[src/rtl/acc_pkg.sv]
package acc_pkg;

  localparam int OP_W = 4;

  localparam logic [OP_W-1:0] OP_LOAD  = 4'h1;
  localparam logic [OP_W-1:0] OP_STORE = 4'h2;
  localparam logic [OP_W-1:0] OP_ADD   = 4'h5;
  localparam logic [OP_W-1:0] OP_JUMP  = 4'h8;
  localparam logic [OP_W-1:0] OP_RETI  = 4'hE;
  localparam logic [OP_W-1:0] OP_HALT  = 4'hF;

  typedef enum logic [3:0] {
    ST_FADR, ST_FRD, ST_FCAP, ST_DEC, ST_EXE,
    ST_OCAP, ST_OWB, ST_OWR, ST_ICHK, ST_HALT
  } state_e;

  // register-transfer strobes issued by the sequencer each cycle
  typedef struct packed {
    logic mar_from_pc;
    logic mar_from_mbr;
    logic mem_rd;
    logic mem_wr;
    logic mbr_from_mem;
    logic mbr_from_ac;
    logic ir_load;
    logic pc_inc;
    logic pc_from_ir;
    logic ac_load;
    logic ac_add;
    logic reti;
    logic take_irq;
  } ctl_t;

endpackage

[src/rtl/acc_ctrl.sv]
module acc_ctrl
  import acc_pkg::*;
(
  input  logic            clk,
  input  logic            rst_n,
  input  logic [OP_W-1:0] op,
  input  logic            irq,
  input  logic            ie,
  output ctl_t            ctl,
  output logic            halted
);

  state_e state_q, state_d;

  always_comb begin
    state_d = state_q;
    ctl     = '0;
    unique case (state_q)
      ST_FADR: begin
        ctl.mar_from_pc = 1'b1;
        state_d         = ST_FRD;
      end
      ST_FRD: begin
        ctl.mem_rd = 1'b1;
        state_d    = ST_FCAP;
      end
      ST_FCAP: begin
        ctl.mbr_from_mem = 1'b1;
        state_d          = ST_DEC;
      end
      ST_DEC: begin
        ctl.ir_load      = 1'b1;
        ctl.pc_inc       = 1'b1;
        ctl.mar_from_mbr = 1'b1;
        state_d          = ST_EXE;
      end
      ST_EXE: begin
        state_d = ST_ICHK;
        case (op)
          OP_LOAD, OP_ADD: begin
            ctl.mem_rd = 1'b1;
            state_d    = ST_OCAP;
          end
          OP_STORE: begin
            ctl.mbr_from_ac = 1'b1;
            state_d         = ST_OWR;
          end
          OP_JUMP: ctl.pc_from_ir = 1'b1;
          OP_RETI: ctl.reti       = 1'b1;
          OP_HALT: state_d        = ST_HALT;
          default: ;
        endcase
      end
      ST_OCAP: begin
        ctl.mbr_from_mem = 1'b1;
        state_d          = ST_OWB;
      end
      ST_OWB: begin
        ctl.ac_add  = (op == OP_ADD);
        ctl.ac_load = (op == OP_LOAD);
        state_d     = ST_ICHK;
      end
      ST_OWR: begin
        ctl.mem_wr = 1'b1;
        state_d    = ST_ICHK;
      end
      ST_ICHK: begin
        ctl.take_irq = irq & ie;
        state_d      = ST_FADR;
      end
      ST_HALT: state_d = ST_HALT;
      default: state_d = ST_FADR;
    endcase
  end

  always_ff @(posedge clk or negedge rst_n) begin
    if (!rst_n) state_q <= ST_FADR;
    else        state_q <= state_d;
  end

  assign halted = (state_q == ST_HALT);

endmodule

[src/rtl/acc_alu.sv]
module acc_alu #(
  parameter int W = 16
) (
  input  logic [W-1:0] ac,
  input  logic [W-1:0] operand,
  input  logic         sel_load,
  input  logic         sel_add,
  output logic [W-1:0] result
);

  always_comb begin
    if (sel_add)       result = ac + operand;
    else if (sel_load) result = operand;
    else               result = ac;
  end

endmodule

[src/rtl/acc_dp.sv]
module acc_dp
  import acc_pkg::*;
#(
  parameter int DATA_W     = 16,
  parameter int ADDR_W     = DATA_W - OP_W,
  parameter logic [ADDR_W-1:0] RESET_PC   = 12'h300,
  parameter logic [ADDR_W-1:0] HANDLER_PC = 12'h010
) (
  input  logic              clk,
  input  logic              rst_n,
  input  ctl_t              ctl,
  input  logic [DATA_W-1:0] mem_rdata,
  input  logic [DATA_W-1:0] ac_next,
  output logic [ADDR_W-1:0] mem_addr,
  output logic              mem_rd,
  output logic              mem_wr,
  output logic [DATA_W-1:0] mem_wdata,
  output logic [DATA_W-1:0] ac,
  output logic [DATA_W-1:0] mbr,
  output logic [DATA_W-1:0] ir,
  output logic [ADDR_W-1:0] pc,
  output logic              ie
);

  logic [ADDR_W-1:0] pc_q, pc_d, mar_q, mar_d, spc_q;
  logic [DATA_W-1:0] mbr_q, mbr_d, ir_q, ac_q, ac_d, sac_q;
  logic              ie_q, ie_d;
  logic              pc_en, mar_en, mbr_en, ac_en, ie_en;

  always_comb begin
    pc_en = ctl.take_irq | ctl.reti | ctl.pc_from_ir | ctl.pc_inc;
    if (ctl.take_irq)        pc_d = HANDLER_PC;
    else if (ctl.reti)       pc_d = spc_q;
    else if (ctl.pc_from_ir) pc_d = ir_q[ADDR_W-1:0];
    else                     pc_d = pc_q + 1'b1;

    mar_en = ctl.mar_from_pc | ctl.mar_from_mbr;
    mar_d  = ctl.mar_from_pc ? pc_q : mbr_q[ADDR_W-1:0];

    mbr_en = ctl.mbr_from_mem | ctl.mbr_from_ac;
    mbr_d  = ctl.mbr_from_mem ? mem_rdata : ac_q;

    ac_en  = ctl.reti | ctl.ac_load | ctl.ac_add;
    ac_d   = ctl.reti ? sac_q : ac_next;

    ie_en  = ctl.reti | ctl.take_irq;
    ie_d   = ctl.reti;
  end

  always_ff @(posedge clk or negedge rst_n) begin
    if (!rst_n) begin
      pc_q  <= RESET_PC;
      mar_q <= '0;
      mbr_q <= '0;
      ir_q  <= '0;
      ac_q  <= '0;
      spc_q <= '0;
      sac_q <= '0;
      ie_q  <= 1'b1;
    end else begin
      if (pc_en)        pc_q  <= pc_d;
      if (mar_en)       mar_q <= mar_d;
      if (mbr_en)       mbr_q <= mbr_d;
      if (ctl.ir_load)  ir_q  <= mbr_q;
      if (ac_en)        ac_q  <= ac_d;
      if (ctl.take_irq) begin
        spc_q <= pc_q;
        sac_q <= ac_q;
      end
      if (ie_en)        ie_q  <= ie_d;
    end
  end

  assign mem_addr  = mar_q;
  assign mem_rd    = ctl.mem_rd;
  assign mem_wr    = ctl.mem_wr;
  assign mem_wdata = mbr_q;
  assign ac        = ac_q;
  assign mbr       = mbr_q;
  assign ir        = ir_q;
  assign pc        = pc_q;
  assign ie        = ie_q;

endmodule

[src/rtl/acc_cpu.sv]
module acc_cpu
  import acc_pkg::*;
#(
  parameter int DATA_W = 16,
  parameter int ADDR_W = DATA_W - OP_W,
  parameter logic [ADDR_W-1:0] RESET_PC   = 12'h300,
  parameter logic [ADDR_W-1:0] HANDLER_PC = 12'h010
) (
  input  logic              clk,
  input  logic              rst_n,
  input  logic              irq,
  output logic [ADDR_W-1:0] mem_addr,
  output logic              mem_rd,
  output logic              mem_wr,
  output logic [DATA_W-1:0] mem_wdata,
  input  logic [DATA_W-1:0] mem_rdata,
  output logic              halted
);

  logic [1:0]        rst_sync_q;
  logic              rst_int_n;
  ctl_t              ctl;
  logic [DATA_W-1:0] ac_w, mbr_w, ir_w, ac_next;
  logic [ADDR_W-1:0] pc_w;
  logic              ie_w;

  // asynchronous assertion, synchronous release
  always_ff @(posedge clk or negedge rst_n) begin
    if (!rst_n) rst_sync_q <= 2'b00;
    else        rst_sync_q <= {rst_sync_q[0], 1'b1};
  end
  assign rst_int_n = rst_sync_q[1];

  acc_ctrl u_ctrl (
    .clk    (clk),
    .rst_n  (rst_int_n),
    .op     (ir_w[DATA_W-1 -: OP_W]),
    .irq    (irq),
    .ie     (ie_w),
    .ctl    (ctl),
    .halted (halted)
  );

  acc_alu #(.W(DATA_W)) u_alu (
    .ac       (ac_w),
    .operand  (mbr_w),
    .sel_load (ctl.ac_load),
    .sel_add  (ctl.ac_add),
    .result   (ac_next)
  );

  acc_dp #(
    .DATA_W     (DATA_W),
    .ADDR_W     (ADDR_W),
    .RESET_PC   (RESET_PC),
    .HANDLER_PC (HANDLER_PC)
  ) u_dp (
    .clk       (clk),
    .rst_n     (rst_int_n),
    .ctl       (ctl),
    .mem_rdata (mem_rdata),
    .ac_next   (ac_next),
    .mem_addr  (mem_addr),
    .mem_rd    (mem_rd),
    .mem_wr    (mem_wr),
    .mem_wdata (mem_wdata),
    .ac        (ac_w),
    .mbr       (mbr_w),
    .ir        (ir_w),
    .pc        (pc_w),
    .ie        (ie_w)
  );

endmodule

[config.mk]
export PLATFORM = sky130hd
export DESIGN_NAME = acc_cpu
export DESIGN_NICKNAME = d
export VERILOG_FILES = /design/src/rtl/acc_pkg.sv /design/src/rtl/acc_ctrl.sv /design/src/rtl/acc_alu.sv /design/src/rtl/acc_dp.sv /design/src/rtl/acc_cpu.sv
export SDC_FILE = /design/constraint.sdc
export NUM_CORES = 1
export LEC_CHECK = 0
export ABC_AREA = 1
export ABC_CLOCK_PERIOD_IN_PS = 3650
export BUFFER_PORTS_ARGS = -buffer_cell sky130_fd_sc_hd__buf_4
export CAP_MARGIN = 0
export CORE_ASPECT_RATIO = 0.5
export CORE_MARGIN = 5
export CORE_UTILIZATION = 55
export CTS_CLUSTER_DIAMETER = 120
export CTS_CLUSTER_SIZE = 40
export DETAILED_ROUTE_END_ITERATION = 8
export GPL_TIMING_DRIVEN = 0
export PLACE_DENSITY = 0.74
export SYNTH_ARGS = -nofsm -noshare
export SYNTH_HDL_FRONTEND = slang
export SYNTH_SLANG_ARGS = --single-unit
[constraint.sdc]
create_clock -name clk -period 3.65 [get_ports clk]
set_clock_uncertainty 0.05 [all_clocks]
set_input_delay 0.365 -clock clk [delete_from_list [all_inputs] [get_ports clk]]
set_output_delay 0.365 -clock clk [all_outputs]
set_load 0.01 [all_outputs]
==> flow_metrics.tcl <==
set metrics [dict create \
    status "finished clean" \
    crit_arrival_ns 2.29 \
    critPathLaunchType "flop" \
    die_y_um 83.6 \
    antenna_left 0 \
    seqPwrFrac_pct 35.9 \
    final.min_clock_period_ns 2.10 \
    wl_mm 16.3 \
    core_um2 10400 \
    place_congestion 0.900 \
    grtUsageTotal_pct 25.8 \
    r2r-end "u_dp.ac[14]" \
    fin_crit_sh_pct 57.6 \
    fmax_mhz 476 \
    min_path_type "input pin to flop" \
    root_buffer "clkbuf_16" \
    final_cell_mix "nand2_1 (233), dfrtp_1 (103), inv_1 (92), nand3_1 (55), buf_4 (53)" \
    cts_made_buffers 9 \
    yosys.cell_types.count 38 \
    power.switching_uw 2680 \
    r2r_cells 12 \
    yosysSeqAreaShare_pct 45.0 \
    synthesis.area_um2 5950 \
    synth_cells 785 \
    cts_resized 0 \
    pin_count 50 \
    path_max_fanout 5 \
    rrSetupSlack_ns 1.55 \
    syn_nets 821 \
    irDropWorstVdd_uv 458 \
    cts_tree "built" \
    route.detailed.drc 0 \
    p_int_uw 3320 \
    n_antenna_cell 0 \
    antenna_found_initial 0 \
    area_growth_pct 14.8 \
    crit_path_end_kind "flop" \
    dieArea_um2 13100 \
    hp-start "mem_rdata[7]" \
    critical_path_class "flop to flop" \
    hpwl_mm 12.1 \
    insertion_delay_ns 0.35 \
    num_rows 26 \
    nets 883 \
    p_leak_uw 0.00362 \
    layout_commonest_cell "nand2_1" \
    cts.reportedPaths.clkPinSlew_ns 0.07 \
    grt_pass1_wl_mm 27.2 \
    ys_seq_elements 107 \
    grt.overflow.total 0 \
    start_util_pct 57.4 \
    synth_area_per_cell_um2 7.59 \
    drt-pass1-iter-count 6 \
    hold_viol_final 0 \
    slew_violations 0 \
    viasPerCell 5.51 \
    final_layout_size_suffix_gt1_share_pct 13.6 \
    r2r_start "u_dp.mbr[0]" \
    cts_setup_buffers 0 \
    grt_max_degree 71 \
    drt_iter0_drc 506 \
    p_sw_share_pct 44.7 \
    power.total_uw 6000 \
    htreeDepth 3 \
    comb_power_share_pct 47.8 \
    grt_pass1_vias 5281 \
    maxCapViolCount 0 \
    tns_ns 0 \
    port_buffers 49 \
    setup_violations 0 \
    ys_warn_count 0 \
    cts_sinks 107 \
    slew-limit-headroom_pct 61.8 \
    startpoint "u_dp.mbr[0]" \
    rsz0062_at_grt "false" \
    p_clk_share_pct 16.4 \
    wire_per_inst_um 16.4 \
    vias 5470 \
    tightest_slew_ns 0.573 \
    clk_path_buf_depth 2 \
    die_w_um 157 \
    power_density_nw_per_um2 877 \
    critPathRequiredTime_ns 3.84 \
    critPathCapture "u_dp.ac[14]" \
]
[power groups by stage]
stage                     logic (uW)  registers, uW  clock network, uW
final                           2860           2150                983
after global routing            3260           2200               1050
after global placement          2740           2150                  0
after CTS                       2860           2140                991
after floorplan                 1970           2080                  0
after detailed placement        2840           2150                  0
[metrics by stage]
step           util [%]  instances  hold WS (ns)  cell area (um^2)  worst slack, ns
2_1_floorplan         -        785        0.0194              5950            0.404
3_3_place_gp       62.6        974        0.0984              6500           -0.845
3_5_place_dp       62.9        975        0.0985              6530             1.58
4_1_cts            65.9        992         0.191              6830             1.55
5_1_grt            65.9        992         0.193              6830             1.35
6_report           65.9        992         0.196              6830             1.55
[cell usage after synthesis, drive strengths merged]
master  number  area [um^2]
a21oi       46          230
a31oi        2         12.5
and2         2         12.5
buf         21          150
clkbuf       8         30.0
conb         1         3.75
dfrtp      104         2600
dfstp        3         78.8
fa           1         20.0
ha          16          200
inv        103          387
nand2      237          910
nand3       57          295
nand3b       4         30.0
nand4        3         33.8
nor2        49          218
nor3         9         45.0
o211ai      19          148
o21ai       79          395
o221ai       1         8.76
o22ai       11         75.1
or2          4         25.0
xnor2        2         17.5
xor2         3         26.3
[per-layer routing]
layer  up-vias  track usage [%]  wire [um]
li1       2656                -          -
met1      2625             37.8       7710
met2       167             39.5       7280
met3        22             5.59       1080
met4         0             5.46        191
met5         -                0          0
[state kept, by name, indices dropped and copies added (netlist names)]
signal	flops
rst_sync_q	2
u_ctrl.state_q	4
u_dp.ac	16
u_dp.ie	1
u_dp.ir	16
u_dp.mbr	16
u_dp.mem_addr	12
u_dp.pc	12
u_dp.sac_q	16
u_dp.spc_q	12
[worst max-delay path, cell delays in order, from the launching register on]
cell,delay [ns]
dfrtp_1,0.45
ha_1,0.27
fa_1,0.39
nand2_1,0.10
nand2_1,0.09
nand3_1,0.09
nand2_1,0.11
nand2_1,0.11
nand3_1,0.08
nand3_1,0.09
nand2_1,0.06
nand2_1,0.06
nand2_1,0.04
[logic make-up after synthesis]
group	share of synthesized area [%]
buf+inv	9.52
compound gates	14.6
simple gates	26.3
flops	45.0
xor+xnor	0.736
fa+ha+maj	3.70
other cells	0.0630
[worst min-delay path by stage]
stage,to,slack (ns),depth (start not counted)
finish,u_dp.mbr[7],0.20,3
global route,u_dp.mbr[5],0.19,3
CTS,u_dp.mbr[7],0.19,3
detailed placement,rst_sync_q[0],0.1,1
global placement,rst_sync_q[0],0.1,1
floorplan,rst_sync_q[0],0.02,0
[area by class of cell]
class | count | area (um^2)
Fill cell | 912 | 3540
Multi-Input combinational cell | 546 | 2710
Sequential cell | 107 | 2690
Timing Repair Buffer | 51 | 405
Inverter | 103 | 387
Clock buffer | 11 | 243
Buffer | 29 | 180
Tap cell | 140 | 175
Clock inverter | 5 | 52.6
[what timing repair did]
action                                  4_1_cts  5_1_grt
hold buffers                                  1        0
endpoints found under the setup margin        0        0
endpoints found under the hold margin         2        0
Note: power is estimated with default switching activity, not from simulation.
